**src/rtl/ldfmt_pkg.sv**
```systemverilog
package ldfmt_pkg;
    typedef enum logic [1:0] {
        SZ_BYTE = 2'b00,
        SZ_HALF = 2'b01,
        SZ_WORD = 2'b10,
        SZ_WIDE = 2'b11
    } acc_size_e;
endpackage

```
**src/rtl/ldfmt_lane_pick.sv**
```systemverilog
// Selects one UNIT_W-wide lane of a word by index.
module ldfmt_lane_pick #(
    parameter int DATA_W = 32,
    parameter int UNIT_W = 8,
    localparam int N     = DATA_W / UNIT_W,
    localparam int IDX_W = (N > 1) ? $clog2(N) : 1
) (
    input  logic [DATA_W-1:0] word,
    input  logic [IDX_W-1:0]  idx,
    output logic [UNIT_W-1:0] unit
);
    logic [UNIT_W-1:0] lanes [N];

    for (genvar g = 0; g < N; g++) begin : g_lane
        assign lanes[g] = word[g*UNIT_W +: UNIT_W];
    end

    assign unit = lanes[idx];
endmodule

```
**src/rtl/ldfmt_rotr.sv**
```systemverilog
// Right rotation by amt * STEP_W bits, built as log stages.
module ldfmt_rotr #(
    parameter int DATA_W  = 32,
    parameter int STEP_W  = 8,
    parameter int SHIFT_W = 2
) (
    input  logic [DATA_W-1:0]  src,
    input  logic [SHIFT_W-1:0] amt,
    output logic [DATA_W-1:0]  dst
);
    logic [DATA_W-1:0] stage [SHIFT_W+1];

    assign stage[0] = src;

    for (genvar s = 0; s < SHIFT_W; s++) begin : g_stage
        localparam int K = (STEP_W << s) % DATA_W;
        if (K == 0) begin : g_nop
            assign stage[s+1] = stage[s];
        end else begin : g_rot
            assign stage[s+1] = amt[s] ? {stage[s][K-1:0], stage[s][DATA_W-1:K]}
                                       : stage[s];
        end
    end

    assign dst = stage[SHIFT_W];
endmodule

```
**src/rtl/ldfmt_extend.sv**
```systemverilog
// Widens SRC_W bits to DATA_W with sign or zero fill.
module ldfmt_extend #(
    parameter int DATA_W = 32,
    parameter int SRC_W  = 8
) (
    input  logic [SRC_W-1:0]  src,
    input  logic              sign_en,
    output logic [DATA_W-1:0] dst
);
    assign dst = {{(DATA_W-SRC_W){sign_en & src[SRC_W-1]}}, src};
endmodule

```
**src/rtl/ldfmt_top.sv**
```systemverilog
module ldfmt_top
    import ldfmt_pkg::*;
#(
    parameter int DATA_W = 32
) (
    input  logic              clk,
    input  logic              rst,
    input  logic              in_valid,
    input  logic [DATA_W-1:0] raw_word,
    input  logic [$clog2(DATA_W/8)-1:0] addr_lo,
    input  logic [1:0]        acc_size,
    input  logic              sign_ext,
    input  logic              legacy_core,
    output logic              out_valid,
    output logic [DATA_W-1:0] out_data
);
    localparam int BYTE_W  = 8;
    localparam int HALF_W  = 16;
    localparam int ADDR_W  = $clog2(DATA_W / BYTE_W);
    localparam int HIDX_W  = (ADDR_W > 1) ? ADDR_W - 1 : 1;

    logic [BYTE_W-1:0] byte_lane;
    logic [HALF_W-1:0] half_lane;
    logic [DATA_W-1:0] word_rot;
    logic [DATA_W-1:0] half_zx;
    logic [DATA_W-1:0] half_rot;
    logic              half_odd_rot;
    logic [BYTE_W-1:0] byte_src;
    logic [DATA_W-1:0] byte_ext;
    logic [DATA_W-1:0] half_ext;
    logic [DATA_W-1:0] fmt;
    logic [HIDX_W-1:0] half_idx;

    assign half_idx     = HIDX_W'(addr_lo >> 1);
    assign half_odd_rot = legacy_core & addr_lo[0];

    ldfmt_lane_pick #(.DATA_W(DATA_W), .UNIT_W(BYTE_W)) u_byte_pick (
        .word (raw_word),
        .idx  (addr_lo),
        .unit (byte_lane)
    );

    ldfmt_lane_pick #(.DATA_W(DATA_W), .UNIT_W(HALF_W)) u_half_pick (
        .word (raw_word),
        .idx  (half_idx),
        .unit (half_lane)
    );

    ldfmt_rotr #(.DATA_W(DATA_W), .STEP_W(BYTE_W), .SHIFT_W(ADDR_W)) u_word_rot (
        .src (raw_word),
        .amt (addr_lo),
        .dst (word_rot)
    );

    assign half_zx = {{(DATA_W-HALF_W){1'b0}}, half_lane};

    ldfmt_rotr #(.DATA_W(DATA_W), .STEP_W(BYTE_W), .SHIFT_W(1)) u_half_rot (
        .src (half_zx),
        .amt (half_odd_rot),
        .dst (half_rot)
    );

    // A signed odd legacy halfword is extended like a byte after rotation.
    assign byte_src = (acc_size_e'(acc_size) == SZ_HALF) ? half_rot[BYTE_W-1:0] : byte_lane;

    ldfmt_extend #(.DATA_W(DATA_W), .SRC_W(BYTE_W)) u_byte_ext (
        .src     (byte_src),
        .sign_en (sign_ext),
        .dst     (byte_ext)
    );

    ldfmt_extend #(.DATA_W(DATA_W), .SRC_W(HALF_W)) u_half_ext (
        .src     (half_lane),
        .sign_en (sign_ext),
        .dst     (half_ext)
    );

    always_comb begin
        unique case (acc_size_e'(acc_size))
            SZ_BYTE: fmt = byte_ext;
            SZ_HALF: begin
                if (half_odd_rot)
                    fmt = sign_ext ? byte_ext : half_rot;
                else
                    fmt = half_ext;
            end
            SZ_WORD,
            SZ_WIDE: fmt = word_rot;
            default: fmt = word_rot;
        endcase
    end

    always_ff @(posedge clk) begin
        if (rst) begin
            out_valid <= 1'b0;
            out_data  <= '0;
        end else begin
            out_valid <= in_valid;
            if (in_valid)
                out_data <= fmt;
        end
    end
endmodule

```
**config.mk**
```make
export PLATFORM = sky130hd
export DESIGN_NAME = ldfmt_top
export DESIGN_NICKNAME = d
export VERILOG_FILES = /design/src/rtl/ldfmt_pkg.sv /design/src/rtl/ldfmt_lane_pick.sv /design/src/rtl/ldfmt_rotr.sv /design/src/rtl/ldfmt_extend.sv /design/src/rtl/ldfmt_top.sv
export SDC_FILE = /design/constraint.sdc
export NUM_CORES = 1
export LEC_CHECK = 0
export ABC_AREA = 1
export CAP_MARGIN = 25
export CELL_PAD_IN_SITES_DETAIL_PLACEMENT = 2
export CELL_PAD_IN_SITES_GLOBAL_PLACEMENT = 2
export CORE_UTILIZATION = 32
export DETAILED_ROUTE_END_ITERATION = 10
export DONT_BUFFER_PORTS = 1
export PLACE_DENSITY_LB_ADDON = 0.1
export SLEW_MARGIN = 20
export SYNTH_ARGS = -nofsm -noshare
export SYNTH_HDL_FRONTEND = slang
export SYNTH_HIERARCHICAL = 1
export SYNTH_SLANG_ARGS = --single-unit
export TNS_END_PERCENT = 30
```
**constraint.sdc**
```tcl
create_clock -name clk -period 3.08 [get_ports clk]
set_input_delay 0.616 -clock clk [delete_from_list [all_inputs] [get_ports clk]]
set_output_delay 0.616 -clock clk [all_outputs]
set_load 0.03 [all_outputs]
```
# == Word level (Yosys, flattened, before mapping) ==
# Index checks and enable logic that the tools add are counted.
# totals
ff_bits,33
latch_bits,0
mem_bits_rw,0
rom_bits,0
out_inout_bits,33
memories,0
# classes
addsub,0
mul,0
div,0
n_lt_le_gt_ge,2
eq_ne,3
shifts,0
n_mux,13
bitwise_logic,5
n_reduce_logical,2
# op_table
cell,n
$mux 32,5
$pmux 32 s3,1
$mux 16,3
$mux 8,3
$bmux 8 s2,1
$eq 2x2->1 const B,2
$and 1x1->1,3
$ge 3x3->1 const B,1
$not 2->3,1
$eq 2x1->1 const B,1
$ge 2x2->1 const B,1
$logic_not 2->1,1
$not 1->2,1
$reduce_or 2->1,1

# == Longest topological paths before layout ==
# logic_depth
word_depth,10
mapped_depth,19

# == Hierarchy ==
# The synthesis kept the hierarchy.
# modules_own_cells
mod,n_inst,cells_each,area_per_inst_um2,seq_area_each_um2
ldfmt_top,1,486,2560.0,660.6
ldfmt_rotr (u_word_rot),1,208,945.9,0.0
ldfmt_rotr (u_half_rot),1,104,494.2,0.0
ldfmt_extend,2,33,240.2,0.0
ldfmt_lane_pick (u_byte_pick),1,94,395.4,0.0
ldfmt_lane_pick (u_half_pick),1,52,244.0,0.0

# == Least setup slack after synthesis ==
# No wires, ideal clock.
# synth_timing
path_type,input-to-reg
from,input port legacy_core
to,register out_data[13]
arrival_time_ps,2444
required_time_ps,3010
setup_slack_ps,566
cell_stages,18
n_path_buf,4
path_cell_list,nand2_2 > inv_2 > buf_2 > buf_6 > clkbuf_8 > nand2_1 > nand2_1 > nand2_1 > nand2_1 > nand2_1 > inv_1 > buf_4 > nand2_1 > nand2_1 > nand2_1 > nand2_1 > nand2_1 > a21oi_1
# synth_via
elab_chain_cells,7
# synth_lines
item,line_no,rtl
from (decl),ldfmt_top.sv:13,"input logic legacy_core,"
$and 1x1->1 *,ldfmt_top.sv:35,assign half_odd_rot = legacy_core & addr_lo[0];
net half_odd_rot,ldfmt_top.sv:27,logic half_odd_rot;
$mux 32 *,ldfmt_rotr.sv:20,"assign stage[s+1] = amt[s] ? {stage[s][K-1:0], stage[s][DATA_W-1:K]}"
net half_rot[7],ldfmt_top.sv:26,logic [DATA_W-1:0] half_rot;
$mux 8 *,ldfmt_top.sv:64,assign byte_src = (acc_size_e'(acc_size) == SZ_HALF) ? half_rot[BYTE_W-1:0] : byte_lane;
net byte_src[7],ldfmt_top.sv:28,logic [BYTE_W-1:0] byte_src;
$and 1x1->1 *,ldfmt_extend.sv:10,"assign dst = {{(DATA_W-SRC_W){sign_en & src[SRC_W-1]}}, src};"
net byte_ext[8],ldfmt_top.sv:29,logic [DATA_W-1:0] byte_ext;
$mux 32,ldfmt_top.sv:83,fmt = sign_ext ? byte_ext : half_rot;
$mux 32,ldfmt_top.sv:82,if (half_odd_rot)
$pmux 32 s3 *,ldfmt_top.sv:79,unique case (acc_size_e'(acc_size))
to (signal assigned),ldfmt_top.sv:100,out_data <= fmt;
to (decl),ldfmt_top.sv:15,output logic [DATA_W-1:0] out_data
# Mark *: on every way through the listed nets, which the timed path passes. The rest lies on a longest branch.
# A chain may end at the register's enable or synchronous reset.

# == Final worst setup path ==
# layout_timing
from,input port addr_lo[1]
to,register out_data[27]
# layout_via
elab_chain_cells,10
# layout_lines
item,line_no,rtl
from (decl),ldfmt_top.sv:10,"input logic [$clog2(DATA_W/8)-1:0] addr_lo,"
$not 1->2 (implied by the code) *,ldfmt_lane_pick.sv:18,assign unit = lanes[idx];
$mux 16 (implied by the code) * (3 in a row),ldfmt_lane_pick.sv:18,
net half_lane[15],ldfmt_top.sv:23,logic [HALF_W-1:0] half_lane;
$mux 32 *,ldfmt_rotr.sv:20,
net half_rot[7],ldfmt_top.sv:26,
$mux 8 *,ldfmt_top.sv:64,
net byte_src[7],ldfmt_top.sv:28,
$and 1x1->1 *,ldfmt_extend.sv:10,
net byte_ext[8],ldfmt_top.sv:29,
$mux 32,ldfmt_top.sv:83,
$mux 32,ldfmt_top.sv:82,
$pmux 32 s3 *,ldfmt_top.sv:79,
# Mark *: on every way through the listed nets, which the timed path passes. The rest lies on a longest branch. The select of a mux whose other input is x is not followed.

==> key figures <==
Die
  – Die Area: 16500 sq um
  – Starting density of the core: between 30% and 40%
  – Die width: 128 microns
  – Core footprint: about 15000 sq um
  – Die Ht: 128 microns
  – Num rows: 45
  – I/O Pins: 74

Worst hold path
  – Worst hold path class: primary input to flip-flop
  – Min-Delay Path Depth: 1
  – WHS Endpoint: out_valid
  – Worst hold path startpoint: rst

Timing
  – Setup violators final: 0
  – Worst slew pin tran: 0.929 ns
  – Slew headroom: 38.0%
  – Setup TNS: 0 ns
  – Final Cycle Share: 68.3%
  – Final setup margin: 0.975 ns
  – Max-slew violation count: 0
  – Fin. Hold Viols: 0
  – RSZ-0062 raised after global routing: false
  – Final min period: 2.10 ns
  – Max Clock Skew: 0 ns
  – Fmax achieved: 475 MHz

Logic synthesis
  – Syn. warnings: 6
  – Post-synthesis adder-cell area fraction: 0%
  – Area leader, netlist: nand2_1
  – Post-synthesis simple-gate area fraction: 53.3%
  – Mux share of post-synthesis cell area: 0%
  – Sequential area share after synthesis: 12.9%
  – Cells after Synth: 1010
  – XOR/XNOR share of the synthesized area: 0%
  – Largest family of logic cells by synthesized area: simple AND/OR/NAND/NOR gates
  – Share of the synthesized area in the top cell type: 41.6%
  – Synth Area in Compound Gates: 9.38%
  – Seq cells post-synth: 33
  – Post-synth cell types: 20
  – Cell Area, Synth: 5120 sq um
  – Synth Area per Inst: 5.07 sq um
  – Area contributors post-synth: nand2_1 42%, dfxtp_1 13%, buf_4 10%

Clock network
  – CTS Buf Count: 5
  – Clock Latency Late Sink: roughly 0.29 ns
  – Clk sinks: 33
  – Root buffer cell: clkbuf_16
  – Postcts setup bufs: 0
  – Number of hold buffers added after CTS: 0
  – Clock buffer depth: 2
  – CTS tree: done
  – CTS resizes: 0
  – Clock transition at path regs: 0.06 ns
  – Htree depth: 2

Routing
  – Final WL: 21500 microns
  – DR WL/cell: 18.8 microns
  – Initial drt markers: 209
  – Pre-Repair DR Iteration Count: 4
  – Post-detailed-route count of antenna-violating nets: 0
  – DRC viols: 0
  – Via count: 5851
  – Vias per inst: between 5 and 6

Power and ir drop
  – Switching power: 0.719 mW
  – Seq pwr share: 31.2%
  – Switching Share: 40.8%
  – Leak: 2.86 nW
  – Clock power share: a little over a third
  – Power Density: 367 nW/um^2
  – Maximum vdd drop: between 0.00015 and 0.0002 V
  – Part of the power in combinational logic: 32.8%
  – Internal power: about 1.0 mW

Layout
  – Diode count: 0
  – Fin cells: 1141
  – Share of layout cells above drive strength 1: roughly 5.3%
  – Design area: 4790 sq um
  – Nets: 970
  – Commonest non-fill, non-tap cell in the layout: nand2_1
  – Most frequent cells in the layout: 568 x nand2_1, 80 x nand3_1, 69 x inv_1, 64 x a21oi_1, 33 x dfxtp_1
  – Final Util: 31.1%
  – Area grow syn2layout: -6.38%

Setup path
  – Worst flop-to-flop path endpoint: out_data[28]
  – CP required: between 3 and 4 ns
  – CP Capture Type: flip-flop
  – CP Launch Type: primary input
  – Reg2Reg Setup Slack: 2.15 ns
  – Critical Path AT: 2.33 ns
  – Reg2reg start: out_data[28]
  – Critical path class: primary input to flip-flop
  – Maximum fanout along the worst path: 59
  – R2R depth: 2

Place
  – Routability cong.: 0.830
  – Port Buf Inserts: 0
  – Dpl hpwl: ~15000 microns
  – Placed Area: around 4600 sq um
  – Placed Instances: approximately 1100
  – Worst slack at placement: 0.648 ns

GRT
  – Largest net degree at the start of global routing: 66
  – GRT overflow: 0
  – First-pass GRT wire length: about 35000 microns
  – Vias in the first global route: 6376
  – GRT Overall Usage: 27.4%
  – Initial antenna violation count: 0

Outcome
  – Outcome: complete, no violations

Flow run
  – Max-Cap Viols: 0
-- worst max-delay path, cell delays in order --
cell	delay, ns
inv_6	0.14
nand2_1	0.07
nand2_1	0.17
nand2_1	0.10
nand2_1	0.11
nand2_1	0.07
nand2_1	0.13
nand2_1	0.06
inv_1	0.09
buf_12	0.23
nand2_1	0.08
nand2_1	0.07
nand2_1	0.06
nand2_1	0.09
nand2_1	0.06
a21oi_1	0.15
-- cell type report --
| type | instances | area [sq um] |
|---|---|---|
| Fill cell | 2119 | 10600 |
| Multi-Input combinational cell | 806 | 3330 |
| Sequential cell | 33 | 661 |
| Inverter | 78 | 310 |
| Tap cell | 211 | 264 |
| Clock buffer | 7 | 143 |
| Timing Repair Buffer | 5 | 57.6 |
| Clock inverter | 1 | 30.0 |
-- synthesized netlist by cell type (all sizes together) --
cell    number
clkbuf      12
nor2         3
a21oi       64
conb         1
nand2      595
dfxtp       33
inv         78
nand3       80
o21ai       32
buf        112
-- logic make-up after synthesis --
group / count (synthesis)
flops: 33
simple gates: 678
compound gates: 96
other cells: 1
buf+inv: 202
-- worst max-delay path by stage --
| stage | from | to | slack, ns | cells after the start |
|---|---|---|---|---|
| after floorplan | legacy_core | out_data[13] | 0.57 | 18 |
| after global placement | addr_lo[1] | out_data[27] | 0.79 | 16 |
| after detailed placement | addr_lo[1] | out_data[27] | 0.65 | 16 |
| after CTS | addr_lo[1] | out_data[27] | 0.95 | 16 |
| after global routing | addr_lo[1] | out_data[27] | 0.76 | 16 |
| final | addr_lo[1] | out_data[27] | 0.98 | 16 |
-- state kept, by name, summed over array words and instances, names as in the netlist --
name and count:
out_valid 1, out_data 32
-- through the flow --
stage | hold WS [ns] | total power [mW]
final | 0.380 | 1.76
after global routing | 0.382 | 1.88
after CTS | 0.379 | 1.77
after detailed placement | 0.688 | 1.13
after global placement | 0.675 | 1.11
after floorplan | 0.644 | 1.12
-- power by group through the flow --
stage	clock [mW]	sequential [mW]	combinational, mW
after detailed placement	0	0.560	0.573
after global placement	0	0.559	0.546
after global routing	0.660	0.554	0.661
after CTS	0.644	0.550	0.577
final	0.634	0.549	0.577
after floorplan	0	0.549	0.574
-- layer usage --
layer  vias to the layer above  track usage [%]  part of all wire, %
met5                         -                0                    0
met2                       100             49.9                   50
met4                         0             9.76                  3.1
met1                      2894             31.8                   43
li1                       2823                -                    -
met3                        34             4.99                  4.4
(Power assumes the default switching activity.)
